<file path="src/rtl/dgrp_pkg.sv">
package dgrp_pkg;

    typedef enum logic [1:0] {
        GRP_EMPTY = 2'd0,
        GRP_OPEN  = 2'd1,
        GRP_FIVE  = 2'd2,
        GRP_SIX   = 2'd3
    } grp_state_t;

    typedef enum logic [1:0] {
        CLS_ONE  = 2'd0,
        CLS_TWO  = 2'd1,
        CLS_FOUR = 2'd2,
        CLS_ALT  = 2'd3
    } cost_cls_t;

endpackage

</file>
<file path="src/rtl/dgrp_cost_dec.sv">
module dgrp_cost_dec
    import dgrp_pkg::*;
#(
    parameter int SLOT_W = 3
) (
    input  logic [1:0]        cls_i,
    input  logic              record_i,
    input  logic              lead_flag_i,
    output logic [SLOT_W-1:0] cost_o,
    output logic              lead_only_o
);
    always_comb begin
        unique case (cost_cls_t'(cls_i))
            CLS_TWO:  cost_o = SLOT_W'(2);
            CLS_FOUR: cost_o = SLOT_W'(4);
            default:  cost_o = SLOT_W'(1);
        endcase
        // record forms of single-slot classes take a second slot
        if (cost_o == SLOT_W'(1) && record_i)
            cost_o = SLOT_W'(2);
        lead_only_o = (cost_o > SLOT_W'(1)) || lead_flag_i;
    end
endmodule

</file>
<file path="src/rtl/dgrp_nop_calc.sv">
module dgrp_nop_calc #(
    parameter int SLOT_W    = 3,
    parameter int LAST_SLOT = 5
) (
    input  logic [SLOT_W-1:0] slots_i,
    input  logic              hazard_i,
    input  logic              term_i,
    output logic [SLOT_W-1:0] nop_cnt_o
);
    localparam int FULL_SLOTS = LAST_SLOT + 1;

    always_comb begin
        nop_cnt_o = '0;
        if (hazard_i && slots_i < SLOT_W'(FULL_SLOTS)) begin
            if (term_i)
                nop_cnt_o = SLOT_W'(1);
            else
                nop_cnt_o = SLOT_W'(LAST_SLOT) - slots_i;
        end
    end
endmodule

</file>
<file path="src/rtl/dgrp_member_list.sv">
module dgrp_member_list #(
    parameter int DEPTH = 6,
    parameter int TAG_W = 4
) (
    input  logic             clk_i,
    input  logic             rst_i,
    input  logic             clear_i,
    input  logic             push_i,
    input  logic             push_real_i,
    input  logic [TAG_W-1:0] push_tag_i,
    input  logic [TAG_W-1:0] probe_tag_i,
    output logic             probe_hit_o
);
    localparam int IDX_W = $clog2(DEPTH + 1);

    logic [IDX_W-1:0] count_q;
    logic [DEPTH-1:0] valid_q;
    logic [DEPTH-1:0] hit_vec;
    logic [TAG_W-1:0] tag_q [DEPTH];

    // write slot: entry 0 after a clear, otherwise the next free entry
    logic [IDX_W-1:0] wr_idx;
    logic             wr_ok;

    assign wr_idx = (rst_i || clear_i) ? '0 : count_q;
    assign wr_ok  = push_i && (wr_idx < IDX_W'(DEPTH));

    always_ff @(posedge clk_i) begin
        if (rst_i)
            count_q <= '0;
        else if (clear_i)
            count_q <= push_i ? IDX_W'(1) : '0;
        else if (wr_ok)
            count_q <= count_q + IDX_W'(1);
    end

    for (genvar g = 0; g < DEPTH; g++) begin : g_entry
        always_ff @(posedge clk_i) begin
            if (rst_i) begin
                valid_q[g] <= 1'b0;
                tag_q[g]   <= '0;
            end else if (wr_ok && wr_idx == IDX_W'(g)) begin
                valid_q[g] <= push_real_i;
                tag_q[g]   <= push_tag_i;
            end else if (clear_i) begin
                valid_q[g] <= 1'b0;
            end
        end
        assign hit_vec[g] = valid_q[g] && (tag_q[g] == probe_tag_i);
    end

    assign probe_hit_o = |hit_vec;
endmodule

</file>
<file path="src/rtl/dgrp_slot_acct.sv">
module dgrp_slot_acct
    import dgrp_pkg::*;
#(
    parameter int TAG_W        = 4,
    parameter int SLOT_W       = 3,
    parameter int LAST_SLOT    = 5,
    parameter int MEMBER_DEPTH = 6
) (
    input  logic              clk_i,
    input  logic              rst_i,
    input  logic              issue_i,
    input  logic              nop_emit_i,
    input  logic [1:0]        cost_cls_i,
    input  logic              record_form_i,
    input  logic              first_op_i,
    input  logic              branch_i,
    input  logic [TAG_W-1:0]  tag_i,
    input  logic              hazard_i,
    input  logic              term_nop_i,
    input  logic [TAG_W-1:0]  probe_tag_i,
    output logic [SLOT_W-1:0] slots_o,
    output logic [1:0]        branches_o,
    output logic              prefer_other_o,
    output logic [SLOT_W-1:0] nop_count_o,
    output logic              probe_hit_o
);
    localparam int FULL_SLOTS = LAST_SLOT + 1;

    grp_state_t        state_q, state_d;
    logic [SLOT_W-1:0] slots_q, slots_d, base_slots, cost;
    logic [1:0]        br_q, br_d, base_br;
    logic              lead_only, grp_clear, push, push_real;

    dgrp_cost_dec #(.SLOT_W(SLOT_W)) i_cost (
        .cls_i       (cost_cls_i),
        .record_i    (record_form_i),
        .lead_flag_i (first_op_i),
        .cost_o      (cost),
        .lead_only_o (lead_only)
    );

    dgrp_nop_calc #(.SLOT_W(SLOT_W), .LAST_SLOT(LAST_SLOT)) i_nop (
        .slots_i   (slots_q),
        .hazard_i  (hazard_i),
        .term_i    (term_nop_i),
        .nop_cnt_o (nop_count_o)
    );

    dgrp_member_list #(.DEPTH(MEMBER_DEPTH), .TAG_W(TAG_W)) i_members (
        .clk_i       (clk_i),
        .rst_i       (rst_i),
        .clear_i     (grp_clear),
        .push_i      (push),
        .push_real_i (push_real),
        .push_tag_i  (tag_i),
        .probe_tag_i (probe_tag_i),
        .probe_hit_o (probe_hit_o)
    );

    // transition logic: issue has priority over a filler strobe
    always_comb begin
        slots_d    = slots_q;
        br_d       = br_q;
        base_slots = slots_q;
        base_br    = br_q;
        grp_clear  = 1'b0;
        push       = 1'b0;
        push_real  = 1'b0;
        if (issue_i) begin
            if (state_q == GRP_FIVE || (branch_i && br_q == 2'd1)) begin
                // wrap
                slots_d   = '0;
                br_d      = '0;
                grp_clear = 1'b1;
            end else begin
                if (lead_only && state_q != GRP_EMPTY) begin
                    // restart
                    base_slots = '0;
                    base_br    = '0;
                    grp_clear  = 1'b1;
                end
                slots_d   = base_slots + cost;
                br_d      = base_br + {1'b0, branch_i};
                push      = 1'b1;
                push_real = 1'b1;
            end
        end else if (nop_emit_i) begin
            if (term_nop_i || state_q == GRP_SIX) begin
                // close
                slots_d   = '0;
                br_d      = '0;
                grp_clear = 1'b1;
            end else begin
                // pad / grow with an empty member
                slots_d = slots_q + SLOT_W'(1);
                push    = 1'b1;
            end
        end

        if (slots_d == '0)
            state_d = GRP_EMPTY;
        else if (slots_d == SLOT_W'(LAST_SLOT))
            state_d = GRP_FIVE;
        else if (slots_d == SLOT_W'(FULL_SLOTS))
            state_d = GRP_SIX;
        else
            state_d = GRP_OPEN;
    end

    // state register
    always_ff @(posedge clk_i) begin
        if (rst_i) begin
            state_q <= GRP_EMPTY;
            slots_q <= '0;
            br_q    <= '0;
        end else begin
            state_q <= state_d;
            slots_q <= slots_d;
            br_q    <= br_d;
        end
    end

    // outputs
    always_comb begin
        slots_o    = slots_q;
        branches_o = br_q;
        unique case (state_q)
            GRP_EMPTY: prefer_other_o = 1'b0;
            GRP_OPEN,
            GRP_FIVE,
            GRP_SIX:   prefer_other_o = lead_only;
            default:   prefer_other_o = 1'b0;
        endcase
    end
endmodule

</file>
<file path="config.mk">
export PLATFORM = sky130hd
export DESIGN_NAME = dgrp_slot_acct
export DESIGN_NICKNAME = d
export VERILOG_FILES = /design/src/rtl/dgrp_pkg.sv /design/src/rtl/dgrp_cost_dec.sv /design/src/rtl/dgrp_nop_calc.sv /design/src/rtl/dgrp_member_list.sv /design/src/rtl/dgrp_slot_acct.sv
export SDC_FILE = /design/constraint.sdc
export NUM_CORES = 1
export LEC_CHECK = 0
export BUFFER_PORTS_ARGS = -buffer_cell sky130_fd_sc_hd__buf_2
export CORE_ASPECT_RATIO = 0.7
export CORE_MARGIN = 5
export CORE_UTILIZATION = 43
export DETAILED_ROUTE_END_ITERATION = 6
export MAX_ROUTING_LAYER = met4
export SYNTH_ARGS = -nofsm -noshare
export SYNTH_HDL_FRONTEND = slang
export SYNTH_SLANG_ARGS = --single-unit
</file>
<file path="constraint.sdc">
create_clock -name clk_i -period 3.12 [get_ports clk_i]
set_clock_uncertainty 0.2 [all_clocks]
set_input_delay 0.312 -clock clk_i [delete_from_list [all_inputs] [get_ports clk_i]]
set_output_delay 0.312 -clock clk_i [all_outputs]
set_load 0.01 [all_outputs]
</file>
### Word level (Yosys, flattened, before mapping)

Memory sizes are Yosys's and may differ from the RTL's.
Index checks and enable logic that the tools add are counted.
W data, S select, Z words.

* output and inout bits: 10
* register bits: 16
* memories kept: 1
* memory bits (writable): 24
* logic and storage cells: 153

Memory list
* i_members.tag_q: words 6, width 4, rd ports 6, clocked after memory_dff 0, write ports 6, RTL line dgrp_member_list.sv:19 `logic [TAG_W-1:0] tag_q [DEPTH];`

* $lt $le $gt $ge: 3
* bitwise operators: 6
* muxes and demuxes: 68
* equality and inequality tests: 20
* $add $sub $neg: 5
* reductions and logical operators: 39

Operator list (number)
* $mux W3: 13
* $mux W1: 38
* $eq A4 B4 Y1: 6
* $mux W4: 6
* $reduce_bool A2 Y1: 10
* $mux W2: 9
* $logic_and A1 B1 Y1: 17
* $eq A3 B3 Y1 const B: 4
* $add A3 B1 Y3 const B: 2
* $eq A2 B1 Y1 const B: 3
* $eq A2 B2 Y1 const B: 3
* $eq A3 B1 Y1 const B: 2
* $eq A3 B2 Y1 const B: 2
* $logic_not A3 Y1: 2
* $lt A3 B3 Y1 const B: 2
* $or A1 B1 Y1: 6
* $pmux W3 S2: 1
* $reduce_or A3 Y1: 2
* $reduce_or A6 Y1: 1
* $logic_or A1 B1 Y1: 4
* $add A3 B3 Y3: 1
* $gt A3 B1 Y1 const B: 1
* $sub A3 B3 Y3 const A: 1
* $add A2 B1 Y2: 1
* other kinds (4): 4

### Longest topological paths before layout

* depth after elaboration: 20
* gate-level depth with buffers: 13
* mapped depth without buffers: 13

### Hierarchy

Synthesis repeated with hierarchy kept, for this count alone.

* cells, all modules: 229
* area, all modules: 2359.8 sq um

By module, submodules not included
* dgrp_member_list: instances 1, cells an instance 157, area each 1647.8 sq um
* dgrp_slot_acct: instances 1, cells an instance 59, area each 598.1 sq um
* dgrp_cost_dec: instances 1, cells an instance 7, area each 61.3 sq um
* dgrp_nop_calc: instances 1, cells an instance 6, area each 52.6 sq um

### Worst setup path after synthesis

Ideal clock, no wire load.

* kind: in2reg
* start point: in cost_cls_i[0]
* end point: reg state_q[0]
* setup slack: 0.072 ns
* data arrival time: 2.732 ns
* setup time: 0.116 ns
* stages on the path: 13
* path through: inv_1 > ha_1 > a2111oi_4 > nor2_1 > nor2b_1 > ha_1 > inv_1 > fa_1 > xor2_1 > a211oi_1 > a211oi_1 > and2_1 > o211a_1

* cells in the longest elaborated chain, start to end: 16
* elaborated cells on any way between the ends: 18
* those cells by class: add/sub (1); order compare (1); eq/ne (4); mux (7); reduce/logical (5)

Ends and longest elaborated chain
* start, declared: RTL line dgrp_slot_acct.sv:13 `input logic [1:0] cost_cls_i,`
* $eq A2 B2 Y1 or $eq A2 B1 Y1 (tied branches): RTL line dgrp_cost_dec.sv:13 `unique case (cost_cls_t'(cls_i))`
* $pmux W3 S2 *: RTL line dgrp_cost_dec.sv:13
* $eq A3 B1 Y1: RTL line dgrp_cost_dec.sv:19 `if (cost_o == SLOT_W'(1) && record_i)`
* $logic_and A1 B1 Y1: RTL line dgrp_cost_dec.sv:19
* $mux W3 *: RTL line dgrp_cost_dec.sv:19
* $gt A3 B1 Y1: RTL line dgrp_cost_dec.sv:21 `lead_only_o = (cost_o > SLOT_W'(1)) || lead_flag_i;`
* $logic_or A1 B1 Y1: RTL line dgrp_cost_dec.sv:21
* $logic_and A1 B1 Y1: RTL line dgrp_slot_acct.sv:76 `if (lead_only && state_q != GRP_EMPTY) begin`
* $mux W3: RTL line dgrp_slot_acct.sv:76
* $mux W3: RTL line dgrp_slot_acct.sv:70 `if (state_q == GRP_FIVE || (branch_i && br_q == 2'd1)) begin`
* $mux W3: RTL line dgrp_slot_acct.sv:69 `if (issue_i) begin`
* $add A3 B3 Y3 *: RTL line dgrp_slot_acct.sv:82 `slots_d = base_slots + cost;`
* $mux W3 *: RTL line dgrp_slot_acct.sv:70
* $mux W3 *: RTL line dgrp_slot_acct.sv:69
* $eq A3 B3 Y1 or $logic_not A3 Y1 (tied branches): RTL line dgrp_slot_acct.sv:102, dgrp_slot_acct.sv:100
* $reduce_or A3 Y1 (no source line) *
* end signal, assigned: RTL line dgrp_slot_acct.sv:117 `state_q <= state_d;`
* end, declared: RTL line dgrp_slot_acct.sv:29 `grp_state_t state_q, state_d;`

Every way passes the cells marked *; elsewhere a longest branch is shown, timed or not. The select of a mux whose other input is x is not followed.
A chain may end at the register's enable or synchronous reset.

### Final worst setup path

Same ends and word-level chain as after synthesis.

==> metrics.cfg <==
[worst_setup_path]
cp_num_buf_inv = 3
crit_path_max_incr_delay_ns = 0.39
crit_arrival_ns = 2.93
worstReg2RegEnd = state_q[0]
worstSetupStartpointType = primary input
critPathKind = in2reg
cp_cell_sequence = buf_2 > inv_1 > ha_1 > a2111oi_4 > nor2_1 > nor2b_1 > ha_1 > inv_1 > fa_1 > xor2_1 > a211oi_1 > a211oi_1 > and2_1 > o211a_1
worstPathRequired_ns = 3.17
r2r-start = state_q[1]
slowest_stage = a2111oi_4
r2r_slack_ns = 0.51
rr_worst_depth = 11
path_max_fanout = 4
critPathCaptureType = flop
path_delay_family = compound AO/OA/AOI/OAI gates

[final_layout]
drive_gt1_share_pct = 22.8
final_area_sq_um = 2740
diodes = 0
fin_nets = 294
syn_to_final_growth_pct = 13.8

[run]
drv_cap = 0

[detailed_routing]
avgRoutedWirePerCell_microns = 16.5
vias = 1862
routed_wl_microns = 5620
drtIter0Drc = 98
vias_per_cell = 5.48
ant_nets = 0
drcViolationCount = 0
first_pass_iters = 4

[synth]
ys_ff_latch = 40
yosys.area.top_type = edfxtp_1
syn_area_sq_um = 2410
synth_nets = 262
avgSynthCellArea_sq_um = 10.2
post-synth-top-count-cell = edfxtp_1
syn_inst = 235
synth_edf_count = 24
ys_warn_count = 0
synth_ff_type = edfxtp_1
synth_seq_area_share_pct = 43.2
ys_types = 53
async_flop_share_pct = 0
ys_top_cells_by_area = edfxtp_1 30%, dfxtp_1 13%, xor2_1 7.3%
synthTopCellsByCount = 24 x edfxtp_1, 20 x nor2_1, 20 x xor2_1
synth_top_area_share_pct = 29.9

[hold_path]
min_from = branch_i
min_path_cells = 4
hold-path-endpoint = branches_o[0]
hp-class = in2reg

[clock_tree]
cts_sinks = 40
ctsResizeCount = 0
numCtsBuffers = 5
root_buffer = clkbuf_8
clock_latency_ns = 0.30
cts_setup_buffers = 0
cts_tree = done
cts_hold_buffers = 0
htree_levels = 2
cts.path.max_buffers = 2
clk_pin_slew_ns = 0.08

[power_and_ir_drop]
p_per_area_nw_per_um2 = 462
power_leakage_nw = 1.12
ir_worst_vdd_uv = 258

[global_routing]
grt_usage_pct = 16.8
gr-total-overflow = 0
grt_antenna_before_repair = 0
grt_pass1_wl_microns = 9150
grt_pass1_vias = 1694
grt_max_degree = 17

[floorplanning]
rows = 22
die_h_microns = 72.6
die-area_sq_um = 7220
pin_count = 29
core_area_sq_um = 5340
start_util_pct = 45.1
die_x_microns = 99.4

[sta]
fin_hold_ws_ns = 0.200
setup_viol = 0
drv_slew = 0
hold_viol = 0
fin_setup_tns_ns = 0
slew_headroom_pct = 52.6
rsz0062_at_grt = false
tightest_slew_ns = 0.710
final.min_clock_period_ns = 2.87
max_freq_mhz = 348
fin_crit_sh_pct = 92.1

[placed_design]
routabilityCongestion = 0.860
place_area_sq_um = 2650
io_buffers = 28
detailed_place_hpwl_microns = 4190

[run_status]
status = finished clean

[through the flow]
stage | power [mW] | utilization, % | instances | setup slack (ns)
6_report | 1.27 | 51.3 | 340 | 0.246
4_1_cts | 1.28 | 51.3 | 340 | 0.237
5_1_grt | 1.34 | 51.3 | 340 | 0.0435
3_5_place_dp | 0.920 | 49.6 | 332 | -0.0766
2_1_floorplan | 0.826 | - | 235 | 0.0721
3_3_place_gp | 0.918 | 49.6 | 332 | -0.0111
[sequential cells by signal, indices dropped and copies added, names as in the netlist]
register	count
i_members.valid_q	6
i_members.tag_q	24
state_q	2
slots_o	3
i_members.count_q	3
branches_o	2
[layout make-up]
cell class | count | area, sq um
fillers | 529 | 2600
inverters | 5 | 18.8
multi-input cells | 178 | 1290
clock inverters | 3 | 22.5
repair buffers | 37 | 208
well taps | 72 | 90.1
flip-flops and latches | 40 | 1040
clock buffers | 5 | 68.8
[routing by layer]
metal / part of all wire, % / vias to the layer above / wire, microns / track usage (%)
met5: 0 / - / 0 / -
met4: 1.0 / 0 / 56 / 4.55
met3: 7.8 / 7 / 438 / 3.72
met2: 41 / 49 / 2310 / 21.0
met1: 50 / 877 / 2810 / 26.5
li1: - / 929 / - / -
[logic make-up after synthesis]
kind of cell | share of synthesized area (%)
simple gates | 22.5
buf+inv | 3.12
mux | 0.468
xor+xnor | 9.82
flops | 43.2
fa+ha+maj | 4.47
compound gates | 16.4
[layout by cell type (no fill, tap or decap), types with 6 or more instances in the layout]
| master | instances |
|---|---|
| a21oi_1 | 6 |
| ha_1 | 7 |
| buf_4 | 9 |
| xor2_1 | 20 |
| nand2_1 | 8 |
| and3_1 | 14 |
| buf_2 | 28 |
| o21ai_0 | 7 |
| nor2_1 | 20 |
| nand3_1 | 8 |
| dfxtp_1 | 16 |
| xnor2_1 | 7 |
| nand4_1 | 7 |
| nor2b_1 | 7 |
| edfxtp_1 | 24 |
| nor3_1 | 6 |
[how the worst max path moves through the flow]
stage / from / endpoint / slack, ns / depth (start not counted)
after floorplan: cost_cls_i[0] / state_q[0] / 0.07 / 13
after global placement: cost_cls_i[0] / state_q[0] / -0.01 / 14
after detailed placement: cost_cls_i[0] / state_q[0] / -0.08 / 14
after CTS: cost_cls_i[0] / state_q[0] / 0.24 / 14
after global routing: cost_cls_i[0] / state_q[0] / 0.04 / 14
final: cost_cls_i[0] / state_q[0] / 0.25 / 14
[power by group]
group	internal (mW)	switching, mW
registers	0.592	0.0265
logic	0.121	0.169
clock network	0.159	0.199
[worst reg2reg max path, cell delays in order (launching register included)]
cell      delay [ns]
dfxtp_1         0.37
nor2_1          0.25
nor2_1          0.10
nor2b_1         0.13
ha_1            0.16
inv_1           0.05
fa_1            0.36
xor2_1          0.20
a211oi_1        0.07
a211oi_1        0.29
and2_1          0.22
o211a_1         0.16
Note: power is estimated with default switching activity, not from simulation.
